==> config.mk <==
export PLATFORM = sky130hd
export DESIGN_NAME = ftl_xlate
export DESIGN_NICKNAME = d
export VERILOG_FILES = /design/src/rtl/ftl_pkg.sv /design/src/rtl/ftl_map_table.sv /design/src/rtl/ftl_page_pool.sv /design/src/rtl/ftl_alloc_scan.sv /design/src/rtl/ftl_xlate.sv
export SDC_FILE = /design/constraint.sdc
export NUM_CORES = 1
export LEC_CHECK = 0
export ABC_AREA = 1
export BUFFER_PORTS_ARGS = -buffer_cell sky130_fd_sc_hd__buf_2
export CAP_MARGIN = 20
export CORE_ASPECT_RATIO = 1.75
export CORE_MARGIN = 3
export CORE_UTILIZATION = 65
export CTS_CLUSTER_DIAMETER = 60
export CTS_CLUSTER_SIZE = 24
export DETAILED_ROUTE_END_ITERATION = 10
export PLACE_DENSITY = 0.81
export SYNTH_ARGS = -nofsm -noshare
export SYNTH_HDL_FRONTEND = slang
export SYNTH_SLANG_ARGS = --single-unit
==> constraint.sdc <==
create_clock -name clk -period 8.7 [get_ports clk]
set_input_delay 1.74 -clock clk [delete_from_list [all_inputs] [get_ports clk]]
set_output_delay 1.74 -clock clk [all_outputs]
set_load 0.05 [all_outputs]
==> src/rtl/ftl_pkg.sv <==
package ftl_pkg;

    typedef enum logic [1:0] {
        PG_FREE  = 2'b00,
        PG_VALID = 2'b01,
        PG_STALE = 2'b10
    } pg_cond_e;

    typedef enum logic [1:0] {
        XS_OK       = 2'b00,
        XS_UNMAPPED = 2'b01,
        XS_FULL     = 2'b10
    } xl_status_e;

    typedef enum logic [1:0] {
        S_IDLE,
        S_DECODE,
        S_SCAN,
        S_COMMIT
    } ctl_state_e;

endpackage

==> src/rtl/ftl_map_table.sv <==
module ftl_map_table #(
    parameter int LOG_N  = 16,
    parameter int PHYS_N = 32,
    localparam int LOG_W  = $clog2(LOG_N),
    localparam int PHYS_W = $clog2(PHYS_N)
) (
    input  logic              clk,
    input  logic              rst_n,
    input  logic [LOG_W-1:0]  rd_lpage,
    output logic              rd_mapped,
    output logic [PHYS_W-1:0] rd_ppage,
    input  logic              wr_en,
    input  logic [LOG_W-1:0]  wr_lpage,
    input  logic [PHYS_W-1:0] wr_ppage
);

    logic [LOG_N-1:0]  mapped_q;
    logic [PHYS_W-1:0] target_q [LOG_N];

    for (genvar g = 0; g < LOG_N; g++) begin : g_entry
        always_ff @(posedge clk) begin
            if (!rst_n) begin
                mapped_q[g] <= 1'b0;
                target_q[g] <= '0;
            end else if (wr_en && (wr_lpage == LOG_W'(g))) begin
                mapped_q[g] <= 1'b1;
                target_q[g] <= wr_ppage;
            end
        end
    end

    assign rd_mapped = mapped_q[rd_lpage];
    assign rd_ppage  = target_q[rd_lpage];

endmodule

==> src/rtl/ftl_page_pool.sv <==
module ftl_page_pool
    import ftl_pkg::*;
#(
    parameter int PHYS_N = 32,
    parameter int CNT_W  = 8,
    localparam int PHYS_W = $clog2(PHYS_N)
) (
    input  logic                    clk,
    input  logic                    rst_n,
    input  logic                    alloc_en,
    input  logic [PHYS_W-1:0]       alloc_idx,
    input  logic                    retire_en,
    input  logic [PHYS_W-1:0]       retire_idx,
    output logic [PHYS_N-1:0]       free_vec,
    output logic [PHYS_N*CNT_W-1:0] cnt_flat
);

    localparam logic [CNT_W-1:0] CNT_MAX = '1;

    pg_cond_e         cond_q [PHYS_N];
    logic [CNT_W-1:0] cnt_q  [PHYS_N];

    for (genvar g = 0; g < PHYS_N; g++) begin : g_page
        always_ff @(posedge clk) begin
            if (!rst_n) begin
                cond_q[g] <= PG_FREE;
                cnt_q[g]  <= '0;
            end else if (alloc_en && (alloc_idx == PHYS_W'(g))) begin
                cond_q[g] <= PG_VALID;
                if (cnt_q[g] != CNT_MAX) begin
                    cnt_q[g] <= cnt_q[g] + 1'b1;
                end
            end else if (retire_en && (retire_idx == PHYS_W'(g))) begin
                cond_q[g] <= PG_STALE;
            end
        end

        assign free_vec[g]                 = (cond_q[g] == PG_FREE);
        assign cnt_flat[g*CNT_W +: CNT_W]  = cnt_q[g];
    end

endmodule

==> src/rtl/ftl_alloc_scan.sv <==
module ftl_alloc_scan #(
    parameter int PHYS_N = 32,
    parameter int CNT_W  = 8,
    localparam int PHYS_W = $clog2(PHYS_N)
) (
    input  logic                    clk,
    input  logic                    rst_n,
    input  logic                    start,
    input  logic [PHYS_N-1:0]       free_vec,
    input  logic [PHYS_N*CNT_W-1:0] cnt_flat,
    output logic                    done,
    output logic                    found,
    output logic [PHYS_W-1:0]       best_idx
);

    localparam logic [PHYS_W-1:0] LAST = PHYS_W'(PHYS_N - 1);

    logic              running_q;
    logic [PHYS_W-1:0] idx_q;
    logic [CNT_W-1:0]  best_cnt_q;
    logic [CNT_W-1:0]  cur_cnt;
    logic              take;

    assign cur_cnt = cnt_flat[idx_q*CNT_W +: CNT_W];
    assign take    = free_vec[idx_q] && (!found || (cur_cnt < best_cnt_q));

    always_ff @(posedge clk) begin
        if (!rst_n) begin
            running_q  <= 1'b0;
            idx_q      <= '0;
            done       <= 1'b0;
            found      <= 1'b0;
            best_idx   <= '0;
            best_cnt_q <= '0;
        end else begin
            done <= 1'b0;
            if (start) begin
                running_q  <= 1'b1;
                idx_q      <= '0;
                found      <= 1'b0;
                best_idx   <= '0;
                best_cnt_q <= '0;
            end else if (running_q) begin
                if (take) begin
                    found      <= 1'b1;
                    best_idx   <= idx_q;
                    best_cnt_q <= cur_cnt;
                end
                if (idx_q == LAST) begin
                    running_q <= 1'b0;
                    done      <= 1'b1;
                end else begin
                    idx_q <= idx_q + 1'b1;
                end
            end
        end
    end

endmodule

==> src/rtl/ftl_xlate.sv <==
module ftl_xlate
    import ftl_pkg::*;
#(
    parameter int LOG_N  = 16,
    parameter int PHYS_N = 32,
    parameter int CNT_W  = 8,
    localparam int LOG_W  = $clog2(LOG_N),
    localparam int PHYS_W = $clog2(PHYS_N)
) (
    input  logic              clk,
    input  logic              rst_n,
    input  logic              req_valid,
    input  logic              req_write,
    input  logic [LOG_W-1:0]  req_lpage,
    output logic              req_ready,
    output logic              resp_valid,
    output logic [1:0]        resp_status,
    output logic [PHYS_W-1:0] resp_ppage
);

    ctl_state_e state_q, state_d;
    logic [LOG_W-1:0]       lpage_q;
    logic                   wr_q;
    logic                   req_fire;
    logic                   old_mapped;
    logic [PHYS_W-1:0]      old_ppage;
    logic                   scan_start;
    logic                   scan_done;
    logic                   scan_found;
    logic [PHYS_W-1:0]      scan_idx;
    logic [PHYS_N-1:0]      free_vec;
    logic [PHYS_N*CNT_W-1:0] cnt_flat;
    logic                   commit_en;
    logic                   retire_en;

    assign req_ready  = (state_q == S_IDLE);
    assign req_fire   = req_ready && req_valid;
    assign scan_start = (state_q == S_DECODE) && wr_q;
    assign commit_en  = (state_q == S_COMMIT);
    assign retire_en  = commit_en && old_mapped;

    ftl_map_table #(.LOG_N(LOG_N), .PHYS_N(PHYS_N)) u_map (
        .clk       (clk),
        .rst_n     (rst_n),
        .rd_lpage  (lpage_q),
        .rd_mapped (old_mapped),
        .rd_ppage  (old_ppage),
        .wr_en     (commit_en),
        .wr_lpage  (lpage_q),
        .wr_ppage  (scan_idx)
    );

    ftl_page_pool #(.PHYS_N(PHYS_N), .CNT_W(CNT_W)) u_pool (
        .clk        (clk),
        .rst_n      (rst_n),
        .alloc_en   (commit_en),
        .alloc_idx  (scan_idx),
        .retire_en  (retire_en),
        .retire_idx (old_ppage),
        .free_vec   (free_vec),
        .cnt_flat   (cnt_flat)
    );

    ftl_alloc_scan #(.PHYS_N(PHYS_N), .CNT_W(CNT_W)) u_scan (
        .clk      (clk),
        .rst_n    (rst_n),
        .start    (scan_start),
        .free_vec (free_vec),
        .cnt_flat (cnt_flat),
        .done     (scan_done),
        .found    (scan_found),
        .best_idx (scan_idx)
    );

    // Next-state logic
    always_comb begin
        state_d = state_q;
        unique case (state_q)
            S_IDLE:   if (req_valid) state_d = S_DECODE;
            S_DECODE: state_d = wr_q ? S_SCAN : S_IDLE;
            S_SCAN:   if (scan_done) state_d = scan_found ? S_COMMIT : S_IDLE;
            S_COMMIT: state_d = S_IDLE;
            default:  state_d = S_IDLE;
        endcase
    end

    // State register and request capture
    always_ff @(posedge clk) begin
        if (!rst_n) begin
            state_q <= S_IDLE;
            lpage_q <= '0;
            wr_q    <= 1'b0;
        end else begin
            state_q <= state_d;
            if (req_fire) begin
                lpage_q <= req_lpage;
                wr_q    <= req_write;
            end
        end
    end

    // Response outputs
    always_ff @(posedge clk) begin
        if (!rst_n) begin
            resp_valid  <= 1'b0;
            resp_status <= XS_OK;
            resp_ppage  <= '0;
        end else begin
            resp_valid <= 1'b0;
            unique case (state_q)
                S_DECODE: begin
                    if (!wr_q) begin
                        resp_valid  <= 1'b1;
                        resp_status <= old_mapped ? XS_OK : XS_UNMAPPED;
                        resp_ppage  <= old_mapped ? old_ppage : '0;
                    end
                end
                S_SCAN: begin
                    if (scan_done && !scan_found) begin
                        resp_valid  <= 1'b1;
                        resp_status <= XS_FULL;
                        resp_ppage  <= '0;
                    end
                end
                S_COMMIT: begin
                    resp_valid  <= 1'b1;
                    resp_status <= XS_OK;
                    resp_ppage  <= scan_idx;
                end
                default: ;
            endcase
        end
    end

endmodule

==> results.ini <==
[worst_setup_path]
crit_top_cell=sky130_fd_sc_hd__nand2_1
capture_point_of_the_critical_path=u_scan.best_cnt_q[6]$_SDFFE_PP0P_
startpoint=u_scan.idx_q[1]$_SDFFE_PP0P_
r2r.worst_path.cells=20
critPathKind=flop to flop
slowest_delay_ps=670
worst_r2r_endpoint=u_scan.best_cnt_q[6]$_SDFFE_PP0P_
crit_slowest_cell=sky130_fd_sc_hd__nand2_2
setup.worst_path.end_class=flop
regToRegStartpoint=u_scan.idx_q[1]$_SDFFE_PP0P_
ff2ff_setup_slack_ps=3880
worst-path-max-fanout=60
cp_cell_sequence=buf_4 -> nand2_2 -> inv_1 -> buf_4 -> a22oi_1 -> nand2_1 -> nand2_1 -> nand3_1 -> a31oi_1 -> a31oi_1 -> ha_1 -> nand2_1 -> nor2_1 -> a211oi_1 -> nand2_2 -> nand2_4 -> nand2_1 -> nand2_1 -> nand2_1 -> nor2_1
worstPathRequired_ps=9210
timing.critical_path.arrival_ps=5330
critical_path.startpoint_type=flop

[logic_synthesis]
syn-cell-area_um2=24790
ys_ff_latch=456
synthesis.nets=2868
syn-instance-count=2819
synthesis.yosys.warnings=0
yosys_most_used_dff=sky130_fd_sc_hd__edfxtp_1
yosysSeqAreaShare=0.5297
synthArstFlopShare=0
synth_enable_flop_cells=400
syn_area_per_cell_um2=8.794
synth_cell_types=53

[route]
detail_route.drc_violations=0
route.met2.wl_mm=36.78
initialDrtViolationCount=1966
drt_first_pass_iters=6
met3RoutedLength_mm=4.305
detail-route-antenna-nets=0
wirelength_mm=70.20
top_signal_layer_used=met4
wl_per_cell_um=21.40
m1WireLength_mm=23.02
vias=20190
dr_vias_cell=6.153

[finish]
antenna-diode-count=0
area_delta_synth_final_pct=4.436
finalNonFillerCells=3281
nNetsFinal=2830
final_layout_size_suffix_gt1_frac=0.04534

[clock_tree]
cts_tree=done
clock_tree.htree_level_count=1
clk_transition_reported_paths_ps=90
post_cts_hold_buffer_count=0
cts.root.buffer_cell=sky130_fd_sc_hd__clkbuf_16
cts_repair_resize_count=0
sink_count=456
numCtsBuffers=27
maximum_buffer_depth_of_the_clock_tree=3
post_cts_buffers=0
clock_latency_ps=600

[timing]
max_slew.worst_pin.slew_ps=908.5
clock.fmax_ghz=0.2075
finalMaxSlewViolations=0
grt_setup_unrepaired=false
finalSetupTns_ps=0
post-route-period-util=0.5539
period_needed_ps=4819
setup_violators_final=0
finalHoldViolCount=0
relSlewSlack=0.3935
worst_clock_skew_ps=27.38

[place]
place.port_buffers=16
finalWeightedCongestion=1.039
place.detailed.instances=3231
place.detailed.hpwl_mm=52.75

[global_routing]
globalRoute.totalOverflow=0
grt_max_degree=69
via_count_of_the_first_global_routing_pass=20080
grt_antenna_before_repair=0
gr-usage-all-layers=0.3396
grt_first_pass_wirelength_mm=108.0

[run]
number_of_max_cap_violations=0

[floorplan]
die_area_um2=40610
die_h_um=264.4
start_util=0.6587
ioPinCount=17
die_x_um=153.6
core_area_um2=37640
core.rowCount=94

[pwr]
power_switching_w=0.001169
power.clock.fraction=0.325
sw_ratio=0.2699
internal-power_w=0.003162
seqPwrFrac=0.580
peakVddDrop_mv=0.1885
leakage_nw=9.476
combPwrFrac=0.095
finalPower_w=0.004331
p_per_area_nw_per_um2=167.3

[hold_path]
min_path_type=flop to flop

[status]
status=finished, final reports clean

-- power by group through the flow --
stage / logic [W] / registers (W) / clock network (W)
6_report: 0.000409 / 0.00251 / 0.00141
5_1_grt: 0.000442 / 0.00252 / 0.00148
4_1_cts: 0.000399 / 0.00251 / 0.00141
3_5_place_dp: 0.000398 / 0.00256 / 0
3_3_place_gp: 0.000387 / 0.00256 / 0
2_1_floorplan: 0.000274 / 0.00254 / 0
-- cells in the final DEF (no fill, tap or decap), drive strengths merged --
cell and instances:
clkinv 7, nor2 503, or2 9, nor3b 57, a41oi 2, nand4 28, nor4 22, dfxtp 56
xor2 58, nor3 81, a22oi 14, inv 405, o2111ai 16, a21o 1, o221ai 16, o311ai 4
edfxtp 400, nand3 143, o22ai 4, a21oi 167, xnor2 12, a31o 2, a211oi 2, clkbuf 37
mux2i 20, o31ai 4, a221oi 7, o211ai 38, clkinvlp 1, ha 41, a31oi 11, o21bai 3
buf 26, o21ai 187, o21a 2, nand2 415
-- worst max-delay path: cells and delay by family, from the launching register on --
family,cells,cell delay (ps)
buffers and inverters,3,1430
AOI/OAI and AO/OA,4,810
and+or+nand+nor,12,1860
adders and majority gates,1,280
DFF,1,340
-- cell type report --
class                      instances  area, um^2
inverter                         400        1501
tap                              480       600.6
timing repair buffer              27       165.2
sequential                       456       13140
fill                            3017       11750
multi-input combinational       1869        9630
clock buffer                      36       710.7
clock inverter                    13       143.9
-- routing by layer --
metal | GRT usage | up-vias
li1 | - | 9463
met1 | 0.3560 | 9499
met2 | 0.6255 | 921
met3 | 0.03937 | 306
met4 | 0.2370 | 0
met5 | 0 | -
-- synthesized netlist by cell type, types with 23 or more instances --
| cell | count | area, um^2 |
|---|---|---|
| sky130_fd_sc_hd__nand3_1 | 134 | 670.6 |
| sky130_fd_sc_hd__nor3_1 | 77 | 385.4 |
| sky130_fd_sc_hd__xor2_1 | 58 | 508.0 |
| sky130_fd_sc_hd__o21ai_0 | 171 | 855.8 |
| sky130_fd_sc_hd__o211ai_1 | 37 | 277.8 |
| sky130_fd_sc_hd__nor2_1 | 497 | 1866 |
| sky130_fd_sc_hd__a21oi_1 | 166 | 830.8 |
| sky130_fd_sc_hd__nand2_1 | 407 | 1528 |
| sky130_fd_sc_hd__ha_1 | 41 | 513.0 |
| sky130_fd_sc_hd__dfxtp_1 | 56 | 1121 |
| sky130_fd_sc_hd__inv_1 | 385 | 1445 |
| sky130_fd_sc_hd__edfxtp_1 | 400 | 12010 |
| sky130_fd_sc_hd__buf_2 | 23 | 115.1 |
| sky130_fd_sc_hd__clkbuf_1 | 39 | 146.4 |
| sky130_fd_sc_hd__nand4_1 | 28 | 175.2 |
| sky130_fd_sc_hd__nor3b_1 | 57 | 427.9 |
-- stage by stage --
| step | util | hold WS (ps) | worst slack [ps] | area, um^2 |
|---|---|---|---|---|
| after detailed placement | 0.6650 | 439.6 | 4065 | 25030 |
| after floorplan | - | 415.1 | 5403 | 24790 |
| after global placement | 0.6650 | 432.8 | 4184 | 25030 |
| after CTS | 0.6877 | 452.9 | 4030 | 25880 |
| final | 0.6879 | 453.0 | 3881 | 25890 |
| after global routing | 0.6879 | 477.5 | 3597 | 25890 |
-- kinds of logic after synthesis --
| group | share of synthesized area |
|---|---|
| AND/OR/NAND/NOR | 0.2225 |
| buffers and inverters | 0.08201 |
| AO/OA/AOI/OAI | 0.1122 |
| flip-flops | 0.5297 |
| XOR/XNOR | 0.02473 |
| adder cells (fa/ha/maj) | 0.02069 |
| multiplexers | 0.008075 |
-- flip-flops by register name (all words and copies together) (netlist names), named ones only --
name	flops
lpage_q	4
resp_ppage	5
resp_status	2
resp_valid	1
state_q	2
u_map.mapped_q	16
u_map.target_q	80
u_pool.cnt_q	256
u_pool.cond_q	64
u_scan.best_cnt_q	8
u_scan.best_idx	5
u_scan.done	1
u_scan.found	1
u_scan.idx_q	5
u_scan.running_q	1
wr_q	1
-- worst min-delay path by stage --
stage / from / end / slack, ps / cells after the start
3_3_place_gp: u_map.mapped_q[12]$_SDFFE_PN0P_ / u_map.mapped_q[12]$_SDFFE_PN0P_ / 430 / 2
3_5_place_dp: u_map.mapped_q[12]$_SDFFE_PN0P_ / u_map.mapped_q[12]$_SDFFE_PN0P_ / 440 / 2
6_report: u_map.mapped_q[8]$_SDFFE_PN0P_ / u_map.mapped_q[8]$_SDFFE_PN0P_ / 450 / 2
5_1_grt: resp_status[1]$_SDFFE_PN0P_ / resp_status[1]$_SDFFE_PN0P_ / 480 / 2
2_1_floorplan: u_scan.running_q$_SDFF_PN0_ / u_scan.done$_SDFF_PP0_ / 420 / 2
4_1_cts: u_map.mapped_q[12]$_SDFFE_PN0P_ / u_map.mapped_q[12]$_SDFFE_PN0P_ / 450 / 2
No activity file was read; power rests on OpenSTA's default activity.
